===== src/rtl/pcm_slot_rx_pkg.sv =====
`timescale 1ns/1ps
package pcm_slot_rx_pkg;
  // Strobes from control to datapath, valid for one falling edge
  typedef struct packed {
    logic start;  // begin a slot with the present data bit
    logic shift;  // append the present data bit
    logic load;   // slot complete: publish word
    logic lost;   // completed word had its LSB stolen
  } slotStrb_t;
endpackage


===== src/rtl/pcm_slot_rx_ctl.sv =====
`timescale 1ns/1ps
module pcm_slot_rx_ctl
  import pcm_slot_rx_pkg::*;
#(
  parameter int W = 8
) (
  input  logic      bitClk,
  input  logic      rst,
  input  logic      syncIn,
  output slotStrb_t strb
);
  localparam int CNT_W = $clog2(W + 2);
  localparam logic [CNT_W-1:0] LONG_END  = CNT_W'(W);
  localparam logic [CNT_W-1:0] SHORT_END = CNT_W'(W + 1);
  localparam logic [CNT_W-1:0] ONE       = CNT_W'(1);
  localparam logic [CNT_W-1:0] TWO       = CNT_W'(2);

  logic             syncPrev;
  logic             active;
  logic [CNT_W-1:0] cnt;       // bits shifted since slot start
  logic             longSeen;  // sync still high on second edge
  logic             lostSeen;  // sync low again on third edge
  logic             startEv;
  logic             longNow;
  logic [CNT_W-1:0] nextCnt;
  logic             done;

  always_comb begin
    startEv = syncIn & ~syncPrev;
    longNow = (cnt == ONE) ? syncIn : longSeen;
    nextCnt = cnt + ONE;
    done    = active & ((longNow & (nextCnt == LONG_END)) |
                        (~longNow & (nextCnt == SHORT_END)));
    strb.start = startEv;
    strb.shift = active & ~startEv;
    strb.load  = done;
    strb.lost  = longSeen & lostSeen;
  end

  always_ff @(negedge bitClk) begin
    if (rst) begin
      syncPrev <= 1'b0;
      active   <= 1'b0;
      cnt      <= '0;
      longSeen <= 1'b0;
      lostSeen <= 1'b0;
    end else begin
      syncPrev <= syncIn;
      if (startEv) begin
        active   <= 1'b1;
        cnt      <= ONE;
        longSeen <= 1'b0;
        lostSeen <= 1'b0;
      end else if (done) begin
        active <= 1'b0;
        cnt    <= '0;
      end else if (active) begin
        cnt <= nextCnt;
        if (cnt == ONE) longSeen <= syncIn;
        if (cnt == TWO) lostSeen <= longSeen & ~syncIn;
      end
    end
  end

  // a new sync always reopens the slot at its first bit
  p_restart_r6: assert property (@(negedge bitClk) disable iff (rst)
    startEv |=> (active && cnt == ONE));

  // a running slot never runs past its last bit
  p_cnt_range_r4: assert property (@(negedge bitClk) disable iff (rst)
    active |-> (cnt != '0 && cnt <= LONG_END));
endmodule


===== src/rtl/pcm_slot_rx_dp.sv =====
`timescale 1ns/1ps
module pcm_slot_rx_dp
  import pcm_slot_rx_pkg::*;
#(
  parameter int W = 8
) (
  input  logic         bitClk,
  input  logic         rst,
  input  logic         dataIn,
  input  slotStrb_t    strb,
  output logic [W-1:0] word,
  output logic         wordValid,
  output logic         lsbLost
);
  localparam int HIST_W = W - 1;

  logic [HIST_W-1:0] hist;  // bits received so far in this slot

  always_ff @(negedge bitClk) begin
    if (rst) begin
      hist      <= '0;
      word      <= '0;
      wordValid <= 1'b0;
      lsbLost   <= 1'b0;
    end else begin
      if (strb.start)      hist <= HIST_W'(dataIn);
      else if (strb.shift) hist <= {hist[HIST_W-2:0], dataIn};
      wordValid <= strb.load;
      if (strb.load) begin
        word    <= {hist, dataIn};
        lsbLost <= strb.lost;
      end
    end
  end

  // the strobe lasts one period
  p_valid_single_r4: assert property (@(negedge bitClk) disable iff (rst)
    wordValid |=> !wordValid);

  // outputs hold between completions
  p_word_hold_r4: assert property (@(negedge bitClk) disable iff (rst)
    !strb.load |=> ($stable(word) && $stable(lsbLost)));

  // the flag only appears together with a fresh word
  p_lost_with_valid_r5: assert property (@(negedge bitClk) disable iff (rst)
    $rose(lsbLost) |-> wordValid);
endmodule


===== src/rtl/pcm_slot_rx.sv =====
`timescale 1ns/1ps
module pcm_slot_rx
  import pcm_slot_rx_pkg::*;
#(
  parameter int W = 8
) (
  input  logic         bitClk,
  input  logic         rst,
  input  logic         syncIn,
  input  logic         dataIn,
  output logic [W-1:0] word,
  output logic         wordValid,
  output logic         lsbLost
);
  slotStrb_t strb;

  pcm_slot_rx_ctl #(.W(W)) ctl_i (
    .bitClk (bitClk),
    .rst    (rst),
    .syncIn (syncIn),
    .strb   (strb)
  );

  pcm_slot_rx_dp #(.W(W)) dp_i (
    .bitClk    (bitClk),
    .rst       (rst),
    .dataIn    (dataIn),
    .strb      (strb),
    .word      (word),
    .wordValid (wordValid),
    .lsbLost   (lsbLost)
  );
endmodule


===== config.mk =====
export PLATFORM = sky130hd
export DESIGN_NAME = pcm_slot_rx
export DESIGN_NICKNAME = d
export VERILOG_FILES = /design/src/rtl/pcm_slot_rx_pkg.sv /design/src/rtl/pcm_slot_rx_ctl.sv /design/src/rtl/pcm_slot_rx_dp.sv /design/src/rtl/pcm_slot_rx.sv
export SDC_FILE = /design/constraint.sdc
export NUM_CORES = 1
export LEC_CHECK = 0
export ABC_CLOCK_PERIOD_IN_PS = 2700
export BUFFER_PORTS_ARGS = -buffer_cell sky130_fd_sc_hd__clkbuf_2
export CORE_MARGIN = 3
export CORE_UTILIZATION = 48
export CTS_BUF_LIST = sky130_fd_sc_hd__clkbuf_4 sky130_fd_sc_hd__clkbuf_8
export CTS_CLUSTER_SIZE = 24
export DETAILED_ROUTE_END_ITERATION = 8
export HOLD_SLACK_MARGIN = 0.1
export PLACE_DENSITY = 0.67
export SYNTH_ARGS = -nofsm -noshare
export SYNTH_HDL_FRONTEND = slang
export SYNTH_SLANG_ARGS = --single-unit

===== constraint.sdc =====
create_clock -name bitClk -period 2.7 [get_ports bitClk]
set_input_delay 0.54 -clock bitClk [delete_from_list [all_inputs] [get_ports bitClk]]
set_output_delay 0.54 -clock bitClk [all_outputs]
set_load 0.01 [all_outputs]

==> summary.txt <==
Status
  – Result of the run: finished, violations left
  – Violated checks: negative setup slack

Detailed routing
  – Wire length reported by the detailed router: 2330 µm
  – Routed WL per cell: 12.0 µm
  – Number of vias per cell: 5.17
  – First DRT Iteration DRCs: 17
  – Post-detailed-route count of antenna-violating nets: 0
  – Number of detailed-route iterations in the first pass: 4
  – DRC errors left: 0
  – Total vias in the final route: 1009

Worst setup path
  – Count of buffering cells on the critical path with inverters included: 1
  – Max incr delay on CP: 0.32 ns
  – Max stage delay cell, worst path: sky130_fd_sc_hd__dfxtp_2
  – Worst path top cell family by delay: flip-flops
  – Worst path arrival time: 2.18 ns
  – Worst Path Max Fanout: 2
  – Data required time of the critical path: 2.16 ns
  – Type of origin of the critical path: register
  – Type of the worst setup path: reg2out
  – Critical path, cell by cell: buf_6
  – Nature of the critical path endpoint: output port

Synthesis
  – Post-synthesis cell type with the largest combined area: sky130_fd_sc_hd__dfxtp_1
  – Post-Synth Adder-Cell Area: 5.50%
  – Post-synth top cells: 25 x sky130_fd_sc_hd__dfxtp_1, 15 x sky130_fd_sc_hd__nor2_1, 13 x sky130_fd_sc_hd__nand3_1, 12 x sky130_fd_sc_hd__a21oi_1, 11 x sky130_fd_sc_hd__mux2i_1
  – Number of flops mapped to enable cells by yosys: 0
  – Cell types occupying the most area after synthesis: sky130_fd_sc_hd__dfxtp_1 44%, sky130_fd_sc_hd__mux2i_1 9.7%, sky130_fd_sc_hd__nand3_1 5.7%
  – Most common cell in the synthesized netlist: sky130_fd_sc_hd__dfxtp_1
  – Primary FF master, synth: sky130_fd_sc_hd__dfxtp_1
  – Count of unique library cells instantiated by Yosys: 29
  – Main combinational cell family by area after synthesis: simple AND/OR/NAND/NOR gates
  – Synth async-reset ratio: 0%
  – Share of Yosys cell area claimed by the top area cell type: 44.0%
  – Synthesized instance count: 126
  – Multiplexer share of the synthesized area: 10.7%
  – Synthesis-stage register bit count: 25
  – Yosys warnings: 0
  – Mean cell area of the mapped netlist: 9.03 µm²
  – Area share of xor/xnor cells in the synthesized design: 1.54%
  – Compound-gate portion of the synthesized area: 13.6%
  – Mapped cell area: 1140 µm²
  – Simple-gate portion of the synthesized area: 19.6%
  – Fraction of the yosys area taken by sequential cells: 44.0%
  – Net count after synthesis: 135

Die
  – Initial core utilization: 54.1%
  – Total die area: 2990 µm²
  – Die Width: 54.7 µm
  – Row count: 16
  – DIE HEIGHT: 54.7 µm
  – Core region area: 2100 µm²
  – Number of placed I/O pins: 14

Clocking
  – Clock transition at path regs: 0.05 ns
  – Clock tree root buffer cell: sky130_fd_sc_hd__clkbuf_4
  – Clock net sink count: 25
  – Buffer depth of the longest clock path: 2
  – CTS tree: built
  – Num CTS Buffers: 3
  – Number of hold buffers added after cts: 0
  – Clock latency on the worst-skew pair: 0.40 ns
  – H-Tree Level Count: 1

Final layout
  – Count of antenna diodes in the layout: 0
  – Sequential cell area in the final layout: 513 µm²
  – Filler cell count: 184
  – Area Growth Syn to Fin: 29.9%
  – Multi-input gate area in the final layout: 582 µm²
  – Final net count: 178
  – Area of all placed cells without fillers: 1480 µm²
  – Fraction of final layout cells sized beyond drive strength 1: 25.0%

Power and ir drop
  – VDD IR-drop max: 0.343 mV
  – Post-route total power: 0.000872 W
  – Power density over cell area: 590 nW/µm²
  – Switching fraction of total power: 30.2%
  – Portion of total power attributed to the clock network: 46.7%
  – Comb pwr share: 8.8%
  – Sequential fraction of design power: 44.5%
  – Leakage power: 0.678 nW
  – Int Power: 0.000608 W
  – Sw power: 0.000264 W

Placement
  – Cell area after placement: 1240 µm²
  – Worst Setup Slack post-DPL: -0.257 ns
  – Gp weighted congestion: 0.758
  – IO buf count: 13
  – Post-DP HPWL: 1540 µm

STA
  – Number of pins with negative max-slew slack in the final report: 0
  – RSZ-0062 raised after global routing: true
  – Number of setup violations in the final report: 7
  – Final count of hold timing violations: 0
  – Smallest setup slack after layout: -0.0177 ns
  – Worst slew pin tran: 0.254 ns
  – Clk_skew: 0.0180 ns
  – Tightest slew margin relative to the limit: 82.6%

Global routing
  – Final global-route overflow total: 0
  – Largest net degree at the start of global routing: 15
  – Wire length of the first global-routing pass: 3850 µm
  – Global router's overall resource usage: 17.5%
  – Initial antenna violation count: 0
  – Number of global-route vias before repair: 950

Job
  – Max Cap Violations: 0

Worst hold path
  – Path class of the lowest-slack min-delay path: reg2reg
sequential cells by signal (all words and copies together) (netlist names):
signal	cells
ctl_i.active	1
ctl_i.cnt	4
ctl_i.longSeen	1
ctl_i.lostSeen	1
ctl_i.syncPrev	1
dp_i.hist	7
dp_i.lsbLost	1
dp_i.word	8
dp_i.wordValid	1
final timing paths:
kind / from / depth (start not counted) / slack [ns] / to
worst min register to register: ctl_i.lostSeen$_SDFFE_NP0P_ / 2 / 0.48 / dp_i.lsbLost$_SDFFE_NP0P_
worst min-delay path: ctl_i.lostSeen$_SDFFE_NP0P_ / 2 / 0.48 / dp_i.lsbLost$_SDFFE_NP0P_
worst max register to register: ctl_i.cnt[0]$_SDFFE_NP0P_ / 7 / 0.96 / ctl_i.cnt[0]$_SDFFE_NP0P_
worst max-delay path: dp_i.word[6]$_SDFFE_NP0P_ / 1 / -0.02 / word[6]
logic make-up after synthesis:
kind of cell,Yosys count
simple gates,44
compound gates,27
mux,12
buf+inv,11
fa+ha+maj,5
flops,25
xor+xnor,2
per-stage QoR:
| step | setup TNS [ns] | util (%) | hold WS, ns | instances |
|---|---|---|---|---|
| floorplan | -0.0116 | - | 0.443 | 126 |
| global placement | -3.06 | 59.1 | 0.461 | 165 |
| detailed placement | -3.61 | 59.1 | 0.467 | 165 |
| CTS | -0.251 | 66.8 | 0.470 | 194 |
| global route | -0.465 | 70.3 | 0.493 | 195 |
| finish | -0.0587 | 70.3 | 0.477 | 195 |
metal layers:
layer  track usage [%]  up-vias  share of wire (%)
met5                 0        -                  0
met4              8.71        0               0.69
met3              7.36        2                5.2
met2              27.4       27                 46
met1              20.2      463                 48
li1                  -      517                  -
power groups by stage:
stage / clock network [W] / logic [W] / registers [W]
4_1_cts: 0.000417 / 0.0000757 / 0.000388
2_1_floorplan: 0.0000589 / 0.0000643 / 0.000390
3_5_place_dp: 0.0000589 / 0.0000746 / 0.000395
3_3_place_gp: 0.0000589 / 0.0000735 / 0.000394
5_1_grt: 0.000467 / 0.0000847 / 0.000388
6_report: 0.000407 / 0.0000768 / 0.000388
tightest hold or removal path, cell delays in order (launching register included):
cell and delay [ns]:
sky130_fd_sc_hd__dfxtp_1 0.31, sky130_fd_sc_hd__nand4_1 0.08, sky130_fd_sc_hd__a21oi_1 0.06
cell usage in the layout (no fill, tap or decap), drive strengths merged, types with 2 or more instances in the layout:
cell and instances:
a21oi 12, and2 3, buf 19, clkbuf 6, dfxtp 25, ha 5, inv 27, mux2i 11
nand2 4, nand2b 2, nand3 13, nor2 15, nor2b 2, nor3b 2, o21ai 10, xor2 2
area by class of cell:
class	count	area share, %
Clock buffer	3	1.52
Tap cell	27	2.29
Sequential cell	25	34.7
Inverter	2	0.508
Clock inverter	26	8.38
Timing Repair Buffer	22	13.2
Multi-Input combinational cell	90	39.4
what timing repair did:
action	in CTS	in global routing
endpoints found under the hold margin	0	0
resized for setup	9	22
gates cloned	0	0
buffers inserted	1	1
setup endpoints to repair	10	13
Note: power is estimated with default switching activity, not from simulation.
